`config.mk`:
```
export PLATFORM = sky130hd
export DESIGN_NAME = burst_addr_seq
export DESIGN_NICKNAME = d
export VERILOG_FILES = /design/src/rtl/bseq_pkg.sv /design/src/rtl/bseq_ctrl.sv /design/src/rtl/bseq_count.sv /design/src/rtl/bseq_base.sv /design/src/rtl/bseq_order.sv /design/src/rtl/burst_addr_seq.sv
export SDC_FILE = /design/constraint.sdc
export NUM_CORES = 1
export LEC_CHECK = 0
export BUFFER_PORTS_ARGS = -buffer_cell sky130_fd_sc_hd__clkbuf_2
export CAP_MARGIN = 5
export CORE_MARGIN = 5
export CORE_UTILIZATION = 41
export CTS_CLUSTER_SIZE = 24
export DETAILED_ROUTE_END_ITERATION = 12
export GPL_TIMING_DRIVEN = 1
export MAX_ROUTING_LAYER = met4
export PLACE_DENSITY = 0.85
export SETUP_SLACK_MARGIN = 0.3
export SLEW_MARGIN = 20
export SYNTH_ARGS = -nofsm -noshare
export SYNTH_HDL_FRONTEND = slang
export SYNTH_SLANG_ARGS = --single-unit
```
`constraint.sdc`:
```
create_clock -name clk -period 1.52 [get_ports clk]
set_clock_uncertainty 0.15 [all_clocks]
set_input_delay 0.456 -clock clk [delete_from_list [all_inputs] [get_ports clk]]
set_output_delay 0.456 -clock clk [all_outputs]
set_load 0.01 [all_outputs]
```
`src/rtl/bseq_pkg.sv`:
```
package bseq_pkg;
  localparam int WORD_BITS = 2;

  typedef enum logic [1:0] {
    EV_IDLE = 2'd0,
    EV_LOAD = 2'd1,
    EV_STEP = 2'd2,
    EV_TERM = 2'd3
  } bseq_ev_e;

  // linear order: wrap-around add within the group
  function automatic logic [WORD_BITS-1:0] lin_word(
    input logic [WORD_BITS-1:0] start,
    input logic [WORD_BITS-1:0] cnt
  );
    return start + cnt;
  endfunction

  // interleaved order: start XOR count
  function automatic logic [WORD_BITS-1:0] ilv_word(
    input logic [WORD_BITS-1:0] start,
    input logic [WORD_BITS-1:0] cnt
  );
    return start ^ cnt;
  endfunction
endpackage

```
`src/rtl/bseq_ctrl.sv`:
```
module bseq_ctrl
  import bseq_pkg::*;
(
  input  logic     clk,
  input  logic     rst_n,
  input  logic     clk_en_n,
  input  logic     advance,
  input  logic     sel_ok,
  output bseq_ev_e ev,
  output logic     active
);
  always_comb begin
    if (clk_en_n)      ev = EV_IDLE;
    else if (!advance) ev = sel_ok ? EV_LOAD : EV_TERM;
    else if (active)   ev = EV_STEP;
    else               ev = EV_IDLE;
  end

  always_ff @(posedge clk or negedge rst_n) begin
    if (!rst_n)              active <= 1'b0;
    else if (ev == EV_LOAD)  active <= 1'b1;
    else if (ev == EV_TERM)  active <= 1'b0;
  end
endmodule

```
`src/rtl/bseq_count.sv`:
```
module bseq_count
  import bseq_pkg::*;
(
  input  logic                 clk,
  input  logic                 rst_n,
  input  bseq_ev_e             ev,
  output logic [WORD_BITS-1:0] cnt
);
  always_ff @(posedge clk or negedge rst_n) begin
    if (!rst_n)             cnt <= '0;
    else if (ev == EV_LOAD) cnt <= '0;
    else if (ev == EV_STEP) cnt <= cnt + 1'b1;
  end
endmodule

```
`src/rtl/bseq_base.sv`:
```
module bseq_base
  import bseq_pkg::*;
#(
  parameter int AW = 19
) (
  input  logic          clk,
  input  logic          rst_n,
  input  bseq_ev_e      ev,
  input  logic [AW-1:0] addr_in,
  output logic [AW-1:0] base
);
  always_ff @(posedge clk or negedge rst_n) begin
    if (!rst_n)             base <= '0;
    else if (ev == EV_LOAD) base <= addr_in;
  end
endmodule

```
`src/rtl/bseq_order.sv`:
```
module bseq_order
  import bseq_pkg::*;
(
  input  logic                 order_ilv,
  input  logic [WORD_BITS-1:0] start,
  input  logic [WORD_BITS-1:0] cnt,
  output logic [WORD_BITS-1:0] word
);
  logic [WORD_BITS-1:0] lin_w, ilv_w;
  assign lin_w = lin_word(start, cnt);
  assign ilv_w = ilv_word(start, cnt);
  assign word  = order_ilv ? ilv_w : lin_w;
endmodule

```
`src/rtl/burst_addr_seq.sv`:
```
module burst_addr_seq
  import bseq_pkg::*;
#(
  parameter int AW = 19
) (
  input  logic          clk,
  input  logic          rst_n,
  input  logic          clk_en_n,
  input  logic          advance,
  input  logic          sel_ok,
  input  logic          order_ilv,
  input  logic [AW-1:0] addr_in,
  output logic [AW-1:0] eff_addr,
  output logic          burst_active
);
  localparam int UPPER_W = AW - WORD_BITS;

  bseq_ev_e             ev;
  logic [WORD_BITS-1:0] cnt;
  logic [AW-1:0]        base;
  logic [WORD_BITS-1:0] word;

  // named events for the checker
  logic ev_load, ev_step, ev_term;
  assign ev_load = (ev == EV_LOAD);
  assign ev_step = (ev == EV_STEP);
  assign ev_term = (ev == EV_TERM);

  bseq_ctrl u_ctrl (
    .clk(clk), .rst_n(rst_n), .clk_en_n(clk_en_n), .advance(advance),
    .sel_ok(sel_ok), .ev(ev), .active(burst_active)
  );

  bseq_count u_count (
    .clk(clk), .rst_n(rst_n), .ev(ev), .cnt(cnt)
  );

  bseq_base #(.AW(AW)) u_base (
    .clk(clk), .rst_n(rst_n), .ev(ev), .addr_in(addr_in), .base(base)
  );

  bseq_order u_order (
    .order_ilv(order_ilv), .start(base[WORD_BITS-1:0]), .cnt(cnt), .word(word)
  );

  assign eff_addr = {base[AW-1 -: UPPER_W], word};
endmodule


```
=== Yosys cells after proc, flatten, opt, wreduce, memory -nomap -nowiden ===
Index checks and enable logic that the tools add are counted.

* Register bits after elaboration: 22
* Bits in latches: 0
* Bits in writable memories: 0
* Bits in read-only memories: 0
* Input bits: 25
* Logic and storage cells: 20
* Memories kept: 0

* $add $sub $neg: 2
* Multiply operators: 0
* Divide/modulo/power cells: 0
* Magnitude comparators: 0
* Equality and inequality tests: 3
* Shifts and indexed selects: 0
* Mux-type cells: 9
* Bitwise logic cells: 1
* Reductions and logical operators: 2

{| class="wikitable"
|+ Operator list
! cell !! count
|-
| $mux W2 || 7
|-
| $eq A2 B2 Y1 const B || 2
|-
| $reduce_bool A2 Y1 || 2
|-
| $add A2 B1 Y2 const B || 1
|-
| $add A2 B2 Y2 || 1
|-
| $eq A2 B1 Y1 const B || 1
|-
| $mux W1 || 2
|-
| $xor A2 B2 Y2 || 1
|}

=== Depth between registers and ports, before layout ===
Gate-level depths: netlist of run 1.

* Depth in word-level cells: 6
* Depth in mapped cells: 6
* Mapped depth without buffers: 5

=== Modules after synthesis ===
A second synthesis of run 1 with hierarchy kept.

* Cell total of the unflattened synthesis: 60
* Area total of the unflattened synthesis: 979.7 um2

{| class="wikitable"
|+ By module, submodules not included
! module !! times used !! cells an instance !! area each (um2) !! sequential area each (um2)
|-
| bseq_base || 1 || 41 || 772.0 || 475.5
|-
| bseq_count || 1 || 9 || 110.1 || 50.0
|-
| bseq_ctrl || 1 || 6 || 61.3 || 25.0
|-
| bseq_order || 1 || 4 || 36.3 || 0.0
|}

=== Least setup slack after synthesis of run 1 ===
Ideal clock, no wire load.

* Kind: input port to flip-flop
* Start: input port advance
* End: register u_base.base[0]
* Library setup time: 0.125 ns
* Arrival: 1.553 ns
* Data required time: 1.245 ns
* Path slack: -0.308 ns
* Stages on the path: 5
* Buffers on the path: 1
* Cell sequence: or2_2 a21o_1 ha_1 buf_6 mux2_2

* Longest elaborated chain between the ends: 3

{| class="wikitable"
|+ Ends and longest elaborated chain
! item !! line !! RTL
|-
| start, declared || burst_addr_seq.sv:9 || <nowiki>input logic advance,</nowiki>
|-
| $mux W2 || bseq_ctrl.sv:14 || <nowiki>else if (!advance) ev = sel_ok ? EV_LOAD : EV_TERM;</nowiki>
|-
| $mux W2 || bseq_ctrl.sv:13 || <nowiki>if (clk_en_n) ev = EV_IDLE;</nowiki>
|-
| $eq A2 B1 Y1 || bseq_base.sv:14 || <nowiki>else if (ev == EV_LOAD) base <= addr_in;</nowiki>
|-
| end signal, assigned || bseq_base.sv:14 ||
|-
| end, declared || bseq_base.sv:10 || <nowiki>output logic [AW-1:0] base</nowiki>
|}

Every way passes these cells.
A chain may end at the register's enable or synchronous reset.

=== Final worst setup path of run 1 ===
* Start: register u_count.cnt[0]
* End: output port eff_addr[1]

* Longest elaborated chain between the ends: 2

{| class="wikitable"
|+ Ends and longest elaborated chain
! item !! line !! RTL
|-
| start, declared || bseq_count.sv:7 || <nowiki>output logic [WORD_BITS-1:0] cnt</nowiki>
|-
| start signal, assigned || bseq_count.sv:12 || <nowiki>else if (ev == EV_STEP) cnt <= cnt + 1'b1;</nowiki>
|-
| $add A2 B2 Y2 || bseq_pkg.sv:16 || <nowiki>return start + cnt;</nowiki>
|-
| $mux W2 || bseq_order.sv:12 || <nowiki>assign word = order_ilv ? ilv_w : lin_w;</nowiki>
|-
| end, declared || burst_addr_seq.sv:13 || <nowiki>output logic [AW-1:0] eff_addr,</nowiki>
|}

Every way passes these cells.

==> flow_summary.toml, run 1 <==
[run_status]
status = "finished, violations left"
violations = "negative setup slack"

[worst_hold_path]
min_path_type = "in -> reg"
worstHoldStart = "addr_in[0]"

[worst_setup_path]
regToRegStartpoint = "u_ctrl.active"
crit_path_max_incr_delay_ns = 0.43
cp-end-kind = "output port"
path_cells = "ha_4 > nor2b_4 > xnor2_2 > buf_2"
critPathMaxFanout = 2
path_class = "reg -> out"
cp.required_ns = 0.91
cp_slowest_cell = "dfrtp_1"
crit_start = "u_count.cnt[0]"
cp-start-kind = "register"
cp_top_family = "flip-flops"
cp.arrival_ns = 1.30
critPathBufInv = 1

[clock_tree]
insertion_delay_ns = 0.30
tritoncts = "built"
cts_max_level = 1
ctsLongestPathBuffers = 2
clkSinkCount = 22
root_buffer = "clkbuf_4"
numCtsBuffers = 3
path_clk_slew_ns = 0.12

[floorplanning]
rows = 18
io_pins = 45
die_y_um = 60.5
dieArea_um2 = 3660
fp.dieW_um = 60.5
core_area_um2 = 2450
start_util_pct = 42.6

[yosys]
ys_warn_count = 0
synthMuxAreaShare_pct = 21.6
synth_compound_area_share_pct = 2.87
synth_fa_ha_area_share_pct = 3.59
synth_nets = 104
synth_top_family_by_area = "multiplexers"
netlist-cell-type-count = 14
synth_area_um2 = 1040
ys_seq_elements = 22
synthCells = 76
synth-xor-area-share_pct = 1.68
ys_seq_area_share_pct = 52.7
yosys.area_share.simple_pct = 3.23
avgSynthCellArea_um2 = 13.7

[routing]
drc = 0
vias = 756
wl_per_cell_um = 16.1
drt_wl_total_um = 2610
first_iter_violations = 6
vias_per_cell = 4.67
postRouteAntennaNets = 0
drtPass1Iterations = 2

[power]
irDropWorstVdd_v = 0.000873
total_power_mw = 1.87
p_per_area_nw_per_um2 = 1130
leakage_nw = 0.854

[timing]
setup_viol = 24
tightestPinTransition_ns = 0.492
whs_ns = 0.223
max_clock_freq_mhz = 524
fin_ws_ns = -0.388
fin_crit_ns = 1.91
relSlewSlack_pct = 67.2
hold_viol_final = 0
finalCritPeriodShare_pct = 126
slew_viol_final = 0
rsz0062_at_grt = "true"

[finish]
antenna_cells = 0
fin_util_pct = 67.5
fin_nets = 161
syn_to_final_growth_pct = 58.7
drive_above_1_share_pct = 77.3
fin_cells = 162

[job]
maxCapViolCount = 0

[placed_design]
gp_congestion = 0.623
port_buffers = 44
dp_hpwl_um = 1540
dp.cells = 135
dp_slack_ns = -0.425

[grt]
grt_pass1_wl_um = 3660
grt_max_degree = 23
overflow = 0
grt_antenna_before_repair = 0
globalRouteTotalUtil_pct = 14.3
grt_pass1_vias = 827
## stage by stage
step / area [um2] / TNS, ns
2_1_floorplan: 1100 / -3.56
3_5_place_dp: 1230 / -6.99
4_1_cts: 1480 / -3.16
5_1_grt: 1660 / -4.61
6_report: 1660 / -4.00
3_3_place_gp: 1230 / -6.03
## cell type report
type                    instances  area (um2)
clock buffers                   4        36.3
repair buffers                 71         547
flip-flops and latches         22         551
multi-input cells              35         487
well taps                      30        37.5
fillers                       205         797
## synthesized netlist by cell type
cell	count	area, um2
dfrtp_1	22	551
mux2_2	20	225
buf_4	17	128
a21o_1	3	22.5
ha_1	3	37.5
buf_6	2	22.5
xnor2_1	2	17.5
nand2_1	1	3.75
nor2_1	1	3.75
nor2b_1	1	6.26
nor3_1	1	5.00
nor4b_1	1	8.76
o21bai_1	1	7.51
or2_2	1	6.26
## per-layer routing
layer | global-route usage (%) | share of wire [%]
met1 | 16.8 | 38
met2 | 25.6 | 55
met3 | 1.91 | 7.2
met4 | 3.72 | 0
met5 | - | 0
## where the power goes
part	leakage (nW)	total [mW]	switching [mW]	internal [mW]
Clock	0.0210	0.322	0.176	0.146
Combinational	0.572	0.773	0.274	0.499
Sequential	0.261	0.779	0.0813	0.698
## flip-flops by register name (all words and copies together) (netlist names)
signal / cells
u_ctrl.active: 1
u_count.cnt: 2
u_base.base: 19
## logic make-up after synthesis
kind of cell | Yosys count
buffers and inverters | 19
muxes | 20
and+or+nand+nor | 6
adders and majority gates | 3
xor gates and xnor gates | 2
AOI/OAI and AO/OA | 4
DFF | 22
## worst paths after layout
path | to | slack [ns] | cells past startpoint
worst max-delay path | eff_addr[1] | -0.39 | 4
worst min-delay path | u_base.base[0] | 0.22 | 2
worst max register to register | u_count.cnt[1] | -0.17 | 8
worst min register to register | u_base.base[2] | 0.38 | 1
max in group asynchronous | u_base.base[10] | 0.41 | 2
min in group asynchronous | u_base.base[17] | 0.47 | 2
## worst register-to-register path: cells and delay by family, from the launching register on
| kind | cells | cell delay [ns] |
|---|---|---|
| simple gates | 1 | 0.06 |
| fa+ha+maj | 1 | 0.21 |
| flops | 1 | 0.38 |
| compound gates | 3 | 0.48 |
| buf+inv | 3 | 0.36 |
## repair_timing
item,in CTS,in global routing
hold buffers,1,0
pin swaps,3,5
hold endpoints to repair,22,0
buffers inserted,12,8
setup endpoints to repair,42,64
resized for setup,13,51
gates cloned,2,0
## cells in the final DEF (no fill, tap or decap)
master,count
nor2_1,1
nor2b_4,1
o21bai_1,1
nor3_2,1
clkbuf_8,1
buf_16,2
mux2_4,20
buf_2,16
dfrtp_1,22
clkbuf_4,3
nor4b_1,1
buf_6,13
nand2_1,1
buf_4,16
ha_4,3
buf_8,2
or2_4,1
dlygate4sd3_1,1
xnor2_2,2
a21o_1,3
clkbuf_2,21
Note: power is estimated with default switching activity, not from simulation.
==> run 2: changes to the inputs <==
- PLACE_DENSITY: 0.85 -> 0.73
==> run 2 against run 1 <==
Net effect:
- via count is 4.5% lower
- fmax is 1.3% higher
- critical path depth unchanged
- sequential cell count unchanged
- clock power hardly changed
- highest routed layer is now met4
- worst hold slack worse by 0.0086 ns
- wire length fell by 7.9%
- largest power group unchanged
- sequential share of layout area grew 1.5 points
- final cell count down 3.7%
- combinational power fell by 9.4%
- total power decreased by 3.4%
- the run still ends with negative setup slack left
==> flow_summary.toml, run 2 (synthesis gave the netlist of run 1 again) <==
[run_status]
status = "finished, violations left"
violations = "negative setup slack"

[power]
p_per_area_nw_per_um2 = 1140
leakage_nw = 0.817
power.internal_mw = 1.29
power.share.clock_pct = 17.8
p_seq_share_pct = 43.5
irDropWorstVdd_v = 0.000893
p_comb_share_pct = 38.7
sw_frac_of_total_pct = 28.6
p_sw_mw = 0.518

[grt]
grt_pass1_vias = 720
overflow = 0
grt_max_degree = 23
globalRouteTotalUtil_pct = 13.3
grt_antenna_before_repair = 0
grt_pass1_wl_um = 3250

[routing]
postRouteAntennaNets = 0
wl_per_cell_um = 15.4
drt_wl_total_um = 2400
drtPass1Iterations = 2
drc = 0
vias_per_cell = 4.63
first_iter_violations = 12
vias = 722

[worst_setup_path]
cp_top_family = "flip-flops"
cp_slowest_cell = "dfrtp_1"
reg2regPathDepth = 6
cp.depth = 4
path_class = "reg -> out"
cp-start-kind = "register"
cp.arrival_ns = 1.28
path_cells = "ha_4 > nor2b_4 > xnor2_2 > buf_2"
critPathBufInv = 1
crit_path_max_incr_delay_ns = 0.43
cp-end-kind = "output port"
r2r_slack_ns = -0.10
critPathMaxFanout = 2
cp.required_ns = 0.91

[clock_tree]
numCtsBuffers = 3
cts_max_level = 1
path_clk_slew_ns = 0.12
ctsLongestPathBuffers = 2
tritoncts = "built"
clkSinkCount = 22
insertion_delay_ns = 0.31
root_buffer = "clkbuf_4"

[floorplanning]
dieArea_um2 = 3660
start_util_pct = 42.6
rows = 18
die_y_um = 60.5
core_area_um2 = 2450
fp.dieW_um = 60.5
io_pins = 45

[timing]
setup_viol = 25
tightestPinTransition_ns = 0.469
tns_ns = -3.77
fin_ws_ns = -0.364
slew_viol_final = 0
whs_ns = 0.215
max_clock_freq_mhz = 531
finalCritPeriodShare_pct = 124
hold_viol_final = 0
relSlewSlack_pct = 68.7
rsz0062_at_grt = "true"
fin_crit_ns = 1.88

[finish]
largest_reg_flops = 19
reg.largest.list = "u_base.base (19), u_count.cnt (2), u_ctrl.active (1)"
antenna_cells = 0
drive_above_1_share_pct = 77.8
top_register = "u_base.base"
mostFrequentLayoutCells = "clkbuf_2 (24), dfrtp_1 (21), mux2_4 (20)"
syn_to_final_growth_pct = 52.3
fin_util_pct = 64.8
fin_nets = 155
final_common_cell = "clkbuf_2"
fin_cells = 156

[placed_design]
gp_congestion = 0.625
dp.cells = 136
port_buffers = 44
dp_hpwl_um = 1430

[worst_hold_path]
hold_depth = 2
min_path_type = "in -> reg"

[job]
maxCapViolCount = 0
==> run 2: cell count changes in the layout (fill, tap and decap cells not counted), sizes merged <==
| cell | change |
|---|---|
| clkbuf | +3 |
| buf | -9 |
==> run 2: worst register-to-register path, delay by kind of cell (launching register included) <==
kind / cells / cell delay [ns]
flops: 1 / 0.38
simple gates: 1 / 0.06
buf+inv: 2 / 0.24
compound gates: 1 / 0.20
mux: 1 / 0.30
fa+ha+maj: 1 / 0.19
==> run 2: what timing repair did <==
| action | CTS | global route |
|---|---|---|
| setup buffers | 8 | 6 |
| hold buffers | 1 | 0 |
| gates resized for setup | 18 | 43 |
| endpoints found under the hold margin | 22 | 0 |
| pin swaps | 4 | 2 |
| cloned | 1 | 0 |
| endpoints found under the setup margin | 42 | 64 |
==> run 2: final timing paths <==
kind / from / to
worst max register to register: u_ctrl.active / u_base.base[3]
worst max-delay path: u_count.cnt[0] / eff_addr[1]
worst min-delay path: addr_in[14] / u_base.base[14]
worst min register to register: u_base.base[8] / u_base.base[8]
min in group asynchronous: rst_n / u_base.base[3]
max in group asynchronous: rst_n / u_count.cnt[1]
==> run 2: final cells by class <==
type                            count  area, um2
Tap cell                           30       37.5
Clock buffer                        4       36.3
Multi-Input combinational cell     35        502
Sequential cell                    22        552
Timing Repair Buffer               65        464
Fill cell                         191        863
==> run 2: power by group through the flow <==
| stage | combinational (mW) | sequential [mW] | clock [mW] |
|---|---|---|---|
| 3_3_place_gp | 0.490 | 0.777 | 0 |
| 5_1_grt | 0.750 | 0.801 | 0.360 |
| 3_5_place_dp | 0.506 | 0.783 | 0 |
| 4_1_cts | 0.596 | 0.784 | 0.326 |
| 2_1_floorplan | 0.410 | 0.772 | 0 |
| 6_report | 0.700 | 0.788 | 0.322 |
==> run 2: metal layers <==
| layer | vias up | global-route usage [%] | wire length [um] |
|---|---|---|---|
| met5 | - | - | 0 |
| met3 | 3 | 4.47 | 176 |
| met2 | 29 | 22.7 | 1290 |
| met1 | 350 | 14.9 | 907 |
| met4 | 0 | 3.72 | 31 |
| li1 | 340 | - | - |
==> run 2: stage by stage <==
stage                     area (um2)  worst slack, ns  total power, mW
after floorplan                 1100           -0.208             1.18
after global placement          1240           -0.336             1.27
after detailed placement        1240           -0.387             1.29
after CTS                       1460           -0.377             1.71
after global routing            1590           -0.420             1.91
final                           1590           -0.364             1.81
